## config.mk

```make
export PLATFORM = sky130hd
export DESIGN_NAME = dual_phase_pwm
export DESIGN_NICKNAME = d
export VERILOG_FILES = /design/src/rtl/dual_phase_pwm.sv
export SDC_FILE = /design/constraint.sdc
export NUM_CORES = 1
export LEC_CHECK = 0
export BUFFER_PORTS_ARGS = -buffer_cell sky130_fd_sc_hd__buf_2
export CORE_AREA = 2 2 62 64
export DETAILED_ROUTE_END_ITERATION = 10
export DIE_AREA = 0 0 64 66
export PLACE_DENSITY_LB_ADDON = 0.15
export SYNTH_ARGS = -nofsm -noshare
export SYNTH_HDL_FRONTEND = slang
export SYNTH_SLANG_ARGS = --single-unit
export TNS_END_PERCENT = 10
```

## constraint.sdc

```tcl
create_clock -name clk -period 8 [get_ports clk]
set_input_delay 1.6 -clock clk [delete_from_list [all_inputs] [get_ports clk]]
set_output_delay 1.6 -clock clk [all_outputs]
set_load 0.05 [all_outputs]
```

## src/rtl/dual_phase_pwm.sv

```systemverilog
module dual_phase_pwm #(
  parameter int PERIOD = 256,
  parameter int CLAMP_DUTY = (PERIOD * 5) / 8,
  parameter int DIS_PCT = 87,
  localparam int CW = $clog2(PERIOD)
) (
  input  logic          clk,
  input  logic          rst,
  input  logic          track_mode,
  input  logic          src_5v,
  input  logic          soft_start,
  input  logic [CW-1:0] duty1,
  input  logic [CW-1:0] duty2,
  input  logic          severe1,
  input  logic          severe2,
  input  logic          clamp_dis1,
  input  logic          clamp_dis2,
  output logic          hs_req1,
  output logic          hs_req2,
  output logic          hyst_ok1,
  output logic          hyst_ok2
);
  localparam int LW = CW + 1;
  localparam int DIS_LIM = (PERIOD * DIS_PCT) / 100;
  localparam logic [LW-1:0] P_L = LW'(PERIOD);

  logic [CW-1:0] cnt1, cnt2, off;
  logic [LW-1:0] sum;
  logic [CW-1:0] cnt [2];
  logic [CW-1:0] cmd [2];
  logic [1:0]    sev, dis, hs;

  always_comb begin
    if (!track_mode)  off = CW'(PERIOD / 2);
    else if (src_5v)  off = CW'(PERIOD / 4);
    else              off = '0;
  end

  assign sum  = {1'b0, cnt1} + P_L - {1'b0, off};
  assign cnt2 = (sum >= P_L) ? CW'(sum - P_L) : sum[CW-1:0];

  always_ff @(posedge clk) begin
    if (rst)                            cnt1 <= '0;
    else if (cnt1 == CW'(PERIOD - 1))   cnt1 <= '0;
    else                                cnt1 <= cnt1 + 1'b1;
  end

  assign cnt[0] = cnt1;
  assign cnt[1] = cnt2;
  assign cmd[0] = duty1;
  assign cmd[1] = duty2;
  assign sev    = {severe2, severe1};
  assign dis    = {clamp_dis2, clamp_dis1};

  for (genvar ch = 0; ch < 2; ch++) begin : g_ch
    logic          wrap;
    logic [1:0]    sc, sc_nxt;
    logic [LW-1:0] lim;
    logic [CW-1:0] lat;

    assign wrap = (cnt[ch] == CW'(PERIOD - 1));

    always_comb begin
      if (!sev[ch])                   sc_nxt = 2'd0;
      else if (wrap && sc != 2'd2)    sc_nxt = sc + 2'd1;
      else                            sc_nxt = sc;
      if (dis[ch])                    lim = LW'(DIS_LIM);
      else if (sc_nxt == 2'd2)        lim = LW'(CLAMP_DUTY);
      else                            lim = P_L;
    end

    always_ff @(posedge clk) begin
      if (rst) begin
        sc  <= 2'd0;
        lat <= '0;
      end else begin
        sc <= sc_nxt;
        if (wrap) lat <= ({1'b0, cmd[ch]} < lim) ? cmd[ch] : lim[CW-1:0];
      end
    end

    assign hs[ch] = (cnt[ch] < lat);
  end

  assign hs_req1  = hs[0];
  assign hs_req2  = hs[1];
  assign hyst_ok1 = !soft_start;
  assign hyst_ok2 = !soft_start && !track_mode;
endmodule


```

==> flow_summary_export.csv, run 1 <==
group,metric,value,unit
run_status,status,"complete, no violations",
floorplan,die_h,66,µm
timing,hold_viol_final,0,
clock_tree,cts_hold_buffers,0,
timing,setup_tns,0,ps
timing,hold-worst-slack,484,ps
timing,rsz0062_at_grt,"false",
setup_path,reg2reg_setup_slack,4430,ps
timing,setup_violations,0,
clock_tree,cts-htree-levels,1,
timing,slew-limit-headroom,64.7,%
setup_path,cp_slowest_cell,"ha_1",
setup_path,cp_slowest_stage_delay,330,ps
logic_synthesis,synth-async-reset-ratio,0,%
grt,grt_pass1_wl,7130,µm
logic_synthesis,ys_seq_elements,28,
logic_synthesis,synthXorXnorAreaFrac,4.90,%
power,power_frac_comb,21.5,%
logic_synthesis,synth_top_family_by_area,"simple AND/OR/NAND/NOR gates",
floorplan,core_area,3550,µm²
logic_synthesis,yosys.area_share.simple,22.0,%
grt,grt_start_max_net_pins,23,
clock_tree,cts-root-buf,"clkbuf_4",
setup_path,r2r_end,"g_ch[0].lat[6]",
logic_synthesis,ys.flop_type,"dfxtp_1",
clock_tree,cts_tree,"built",
logic_synthesis,synth_edf_count,0,
logic_synthesis,ys_warn_count,0,
logic_synthesis,syn_area,2070,µm²
setup_path,worstPathRequired,6400,ps
floorplan,die_area,4220,µm²
logic_synthesis,synth_compound_area_share,18.1,%
routing,num_vias,1734,
timing,fin_crit_sh,59.7,%
routing,vias_per_cell,5.32,
logic_synthesis,synth_area_per_cell,8.17,µm²
setup_path,crit-reg2reg-launch,"cnt1[0]",
timing,max_freq,0.209,GHz
placement,placed_cell_area,2230,µm²
min_path,min_path_type,"register to register",
logic_synthesis,syn_nets,310,
setup_path,worstRegToRegCells,12,
floorplan,start_util,58.2,%
placement,dp_hpwl,3170,µm
placement,port_buffers,28,
grt,first_global_vias,1637,
floorplan,io-pin-count,29,
power,seq_power_share,56.2,%
setup_path,critPathCaptureType,"output port",
grt,grt-ovfl-total,0,
setup_path,startpoint_type,"input port",
power,power.density,113,nW/µm²
cells_and_area,syn_to_final_growth,9.20,%
routing,drt_iter0_drc,40,
routing,detail-route-antenna-nets,0,
floorplan,die-width,64,µm
setup_path,crit_chain,"buf_2 -> nand2_1 -> ha_1 -> nor2_1 -> xnor2_1 -> ha_1 -> nor2_1 -> nor2_1 -> o41ai_1 -> buf_2",
power,switching_share,29.6,%
power,p_sw,0.0754,mW
power,vdd_drop_max,55.7,µV
logic_synthesis,ys_top_cells_by_area,"dfxtp_1, ha_1, nor2_1, inv_1, nand2_1",
cells_and_area,final_util,63.6,%
logic_synthesis,synth_adder_area_share,19.4,%
routing,avgRoutedWirePerCell,11.6,µm
routing,finalWirelength,3790,µm
setup_path,critical_path_peak_fanout,5,
clock_tree,cts_buffer_depth,2,
power,power,0.255,mW
timing,fin_crit,4780,ps
setup_path,cp.arrival,3180,ps
clock_tree,clock-sinks,28,
timing,fin_ws,3220,ps
power,p_clk_share,22.3,%
setup_path,critPathCapture,"hs_req2",
timing,final-max-slew-violation-count,0,
logic_synthesis,ys_seq_area_share,27.1,%
placement,gp_congestion,0.743,
cells_and_area,nets,337,
power,p_leak,0.893,nW
cells_and_area,antennaDiodeCount,0,
clock_tree,clk_latency,330,ps
power,p_int,0.180,mW
placement,post-place-ws,3220,ps
clock_tree,cts_setup_buffers,0,
clock_tree,cts_buffers,3,
cells_and_area,final_cells,326,
placement,place_inst,323,
logic_synthesis,synth_top_area_cell,"dfxtp_1",
clock_tree,post_cts_resized,0,
cells_and_area,final_area,2260,µm²
logic_synthesis,ys_types,50,
job,drv_cap,0,
floorplan,rows,22,
logic_synthesis,syn_inst,253,
clock_tree,path_clk_slew,140,ps
timing,finClkSkew,11.0,ps
logic_synthesis,yosys.area.top_type_share,27.1,%
setup_path,critPathKind,"input port to output port",
logic_synthesis,synthMuxAreaShare,1.57,%
cells_and_area,drive_above_1_share,15.1,%
grt,antenna_found_initial,0,
grt,grt_usage,21.1,%
routing,drt-pass1-iter-count,5,
setup_path,cp_common_cell,"nor2_1",
routing,drc_errors,0,
timing,worstMarginPinSlew,526,ps
setup_path,critPathLaunch,"track_mode",
kinds of logic (layout without fill, tap and decap cells):
kind of cell,Yosys count,in the layout
xor gates and xnor gates,10,10
DFF,28,28
AOI/OAI and AO/OA,56,56
and+or+nand+nor,91,91
adders and majority gates,32,32
buffers and inverters,34,59
muxes,2,2
sequential cells by signal, summed over array words and instances, names as in the netlist:
signal / flops
g_ch.lat: 16
g_ch.sc: 4
cnt1: 8
cell usage in the layout (no fill, tap or decap), types with 2 or more instances in the layout:
cell type  synthesis  layout
nor2_1            34      34
ha_1              32      32
dfxtp_1           28      28
buf_2              1      28
inv_1             26      26
nand2_1           23      23
o21ai_0           17      17
a21oi_1            9       9
nor3_1             7       7
o211ai_1           6       6
a211oi_1           6       6
xor2_1             5       5
nand2b_1           5       5
xnor2_1            4       4
nand3b_1           3       3
nand3_1            3       3
nor2b_1            3       3
clkbuf_4           0       3
a21boi_0           2       2
o41ai_1            2       2
a311oi_1           2       2
a31oi_1            2       2
nand4_1            2       2
Yosys cell counts, types with 2 or more instances:
cell / instances
nor3_1: 7
nor2b_1: 3
xor2_1: 5
nand2b_1: 5
o21ai_0: 17
nand3_1: 3
nand3b_1: 3
a31oi_1: 2
inv_1: 26
a311oi_1: 2
ha_1: 32
o41ai_1: 2
o211ai_1: 6
a21oi_1: 9
a21boi_0: 2
dfxtp_1: 28
a211oi_1: 6
clkbuf_1: 4
xnor2_1: 4
nand2_1: 23
nor2_1: 34
nand4_1: 2
layout make-up:
type                    count  area (µm²)
multi-input cells         191        1360
inverters                  27         103
well taps                  48        60.1
clock buffers               3        22.5
fillers                   318        1290
repair buffers             29         148
flip-flops and latches     28         561
power groups by stage:
stage | combinational (mW) | clock [mW] | sequential [mW]
after detailed placement | 0.0555 | 0 | 0.146
final | 0.0548 | 0.0568 | 0.143
after floorplan | 0.0382 | 0 | 0.146
after global routing | 0.0629 | 0.0637 | 0.144
after global placement | 0.0538 | 0 | 0.146
after CTS | 0.0557 | 0.0589 | 0.143
worst max-delay path: cells and delay by family:
kind | cells | cell delay [ps]
adder cells (fa/ha/maj) | 2 | 570
buffers and inverters | 2 | 450
AO/OA/AOI/OAI | 1 | 60
XOR/XNOR | 1 | 130
AND/OR/NAND/NOR | 4 | 370
layer usage:
metal | up-vias | wire length (µm) | share of wire [%] | track usage [%]
li1 | 938 | - | - | -
met1 | 768 | 1800 | 48 | 26.3
met2 | 24 | 1840 | 49 | 37.6
met3 | 4 | 100 | 2.6 | 2.21
met4 | 0 | 47 | 1.2 | 7.34
met5 | - | 0 | 0 | 0
worst min-delay path by stage:
stage | from | endpoint | cells past startpoint
floorplan | g_ch[1].lat[1] | g_ch[1].lat[1] | 2
global placement | g_ch[1].lat[6] | g_ch[1].lat[6] | 2
detailed placement | g_ch[1].lat[3] | g_ch[1].lat[3] | 2
CTS | g_ch[1].lat[3] | g_ch[1].lat[3] | 2
global route | g_ch[0].lat[0] | g_ch[0].lat[0] | 2
finish | g_ch[1].lat[3] | g_ch[1].lat[3] | 2
No activity file was read; power rests on OpenSTA's default activity.
==> run 2: changes to the inputs <==
--- a/config.mk
+++ b/config.mk
@@ -6,9 +6,9 @@
 export NUM_CORES = 1
 export LEC_CHECK = 0
 export BUFFER_PORTS_ARGS = -buffer_cell sky130_fd_sc_hd__buf_2
-export CORE_AREA = 2 2 62 64
+export CORE_AREA = 2 2 64 66
 export DETAILED_ROUTE_END_ITERATION = 10
-export DIE_AREA = 0 0 64 66
+export DIE_AREA = 0 0 66 68
 export PLACE_DENSITY_LB_ADDON = 0.15
 export SYNTH_ARGS = -nofsm -noshare
 export SYNTH_HDL_FRONTEND = slang
==> constraint.sdc (replaced) <==
create_clock -name clk -period 4.5 [get_ports clk]
set_input_delay 0.9 -clock clk [delete_from_list [all_inputs] [get_ports clk]]
set_output_delay 0.9 -clock clk [all_outputs]
set_load 0.05 [all_outputs]
==> run 2 against run 1 <==
Routed wire length is 3.0% higher. Non-clock buffer count unchanged. Cell count is 0.92% higher. Design area is 2.3% higher. Critical path type is now input port to register. Largest power group unchanged.
==> flow_summary_export.csv, run 2 (synthesis results as in run 1) <==
group,metric,value,unit
power,vdd_drop_max,199,µV
timing,final-max-slew-violation-count,0,
clock_tree,cts_tree,"built",
setup_path,cp_slowest_cell,"xnor3_1",
cells_and_area,final_cells,329,
timing,setup_tns,0,ps
timing,finClkSkew,12.0,ps
timing,worstMarginPinSlew,566,ps
grt,grt_pass1_wl,6960,µm
routing,detail-route-antenna-nets,0,
cells_and_area,syn_to_final_growth,11.7,%
routing,avgRoutedWirePerCell,11.9,µm
setup_path,critPathKind,"input port to register",
cells_and_area,reg_top3,"g_ch.lat (16), cnt1 (8), g_ch.sc (4)",
timing,setup_violations,0,
clock_tree,clock-sinks,28,
power,seq_power_share,46.7,%
setup_path,crit_chain,"buf_2 -> nand2_1 -> ha_1 -> xnor3_1 -> nor4b_4 -> mux2i_1 -> nand2_1 -> ha_1 -> o2111ai_1 -> o22ai_1 -> a31oi_1 -> o21ai_0 -> o21ai_0",
setup_path,startpoint_type,"input port",
setup_path,critical_path_peak_fanout,6,
grt,antenna_found_initial,0,
routing,num_vias,1755,
setup_path,reg2reg_setup_slack,860,ps
floorplan,core_area,3860,µm²
clock_tree,cts_buffers,3,
clock_tree,clk_latency,270,ps
cells_and_area,antennaDiodeCount,0,
setup_path,cp_slowest_stage_delay,450,ps
floorplan,die-width,66,µm
cells_and_area,most-common-layout-cells,"nor2_1, ha_1, dfxtp_1, buf_2, inv_1",
routing,drt_iter0_drc,60,
cells_and_area,final_common_cell,"nor2_1",
power,power_frac_comb,18.0,%
power,p_leak,0.915,nW
power,p_int,0.406,mW
timing,hold_viol_final,0,
placement,post-place-ws,506,ps
setup_path,critical-path-top-delay-family,"compound AO/OA/AOI/OAI gates",
floorplan,die_area,4490,µm²
cells_and_area,fillers,371,
timing,fin_crit,3710,ps
cells_and_area,largest_reg_flops,16,
setup_path,cp.arrival,3860,ps
timing,slew-limit-headroom,61.9,%
setup_path,critPathCaptureType,"register",
power,p_sw,0.139,mW
clock_tree,post_cts_resized,0,
setup_path,worstPathRequired,4650,ps
timing,hold-worst-slack,467,ps
job,drv_cap,0,
power,power.density,236,nW/µm²
cells_and_area,top_register,"g_ch.lat",
clock_tree,cts_buffer_depth,2,
routing,wl_met2,1880,µm
clock_tree,cts-htree-levels,1,
placement,dp_hpwl,3170,µm
floorplan,die_h,68,µm
routing,wl_met3,110,µm
min_path,min_path_type,"register to register",
routing,highest_layer,"met4",
timing,rsz0062_at_grt,"false",
floorplan,rows,23,
routing,wl_met1,1880,µm
grt,grt_start_max_net_pins,23,
power,switching_share,25.5,%
placement,gp_congestion,0.807,
power,p_clk_share,35.4,%
clock_tree,cts_hold_buffers,0,
routing,drc_errors,0,
placement,port_buffers,28,
timing,fin_crit_sh,82.5,%
routing,drt-pass1-iter-count,4,
grt,first_global_vias,1630,
floorplan,io-pin-count,29,
floorplan,start_util,53.6,%
cells_and_area,drive_above_1_share,15.4,%
routing,vias_per_cell,5.33,
timing,max_freq,0.269,GHz
run_status,status,"complete, no violations",
routing,finalWirelength,3900,µm
clock_tree,path_clk_slew,100,ps
grt,grt_usage,19.9,%
clock_tree,cts-root-buf,"clkbuf_8",
setup_path,path_buf_inv,1,
cells_and_area,nets,337,
clock_tree,cts_setup_buffers,0,
placement,place_inst,325,
timing,fin_ws,785,ps
grt,grt-ovfl-total,0,
## run 2: worst register-to-register path, cell delays in order, from the launching register on
cell	delay, ps
dfxtp_1	470
ha_1	340
nand2_1	100
or4b_4	540
mux2i_4	250
nand2_1	90
ha_1	290
a21oi_1	140
o21ai_0	130
a21oi_2	320
nand2_1	170
a21boi_0	510
a211oi_1	140
## run 2: worst paths after layout
check,from,endpoint,depth (start not counted)
worst max register to register,cnt1[1],g_ch[0].lat[6],12
worst max-delay path,track_mode,g_ch[1].lat[2],13
worst min register to register,g_ch[1].lat[6],g_ch[1].lat[6],2
worst min-delay path,g_ch[1].lat[6],g_ch[1].lat[6],2
## run 2: layer usage
| layer | GRT usage, % | up-vias |
|---|---|---|
| met5 | 0 | - |
| met1 | 25.0 | 795 |
| li1 | - | 935 |
| met4 | 3.83 | 0 |
| met3 | 3.45 | 2 |
| met2 | 36.0 | 23 |
## run 2: metrics by stage
stage / util, % / instance area (µm²) / total power [mW]
4_1_cts: 59.9 / 2310 / 0.552
3_5_place_dp: 58.0 / 2240 / 0.358
5_1_grt: 59.9 / 2310 / 0.575
2_1_floorplan: - / 2070 / 0.327
3_3_place_gp: 58.0 / 2240 / 0.357
6_report: 59.9 / 2310 / 0.545
## run 2: cell type report
| class | instances | area (µm²) | area share [%] |
|---|---|---|---|
| multi-input cells | 191 | 1360 | 59.1 |
| flip-flops and latches | 28 | 561 | 24.3 |
| repair buffers | 29 | 148 | 6.40 |
| inverters | 27 | 103 | 4.44 |
| well taps | 50 | 62.6 | 2.71 |
| clock buffers | 3 | 41.3 | 1.79 |
| clock inverters | 1 | 30.0 | 1.30 |
## run 2: power groups by stage
| stage | logic [mW] | clock network [mW] | registers, mW |
|---|---|---|---|
| after floorplan | 0.0680 | 0 | 0.259 |
| after global placement | 0.0965 | 0 | 0.260 |
| after detailed placement | 0.0982 | 0 | 0.260 |
| after CTS | 0.0987 | 0.199 | 0.254 |
| after global routing | 0.111 | 0.209 | 0.255 |
| final | 0.0979 | 0.193 | 0.254 |
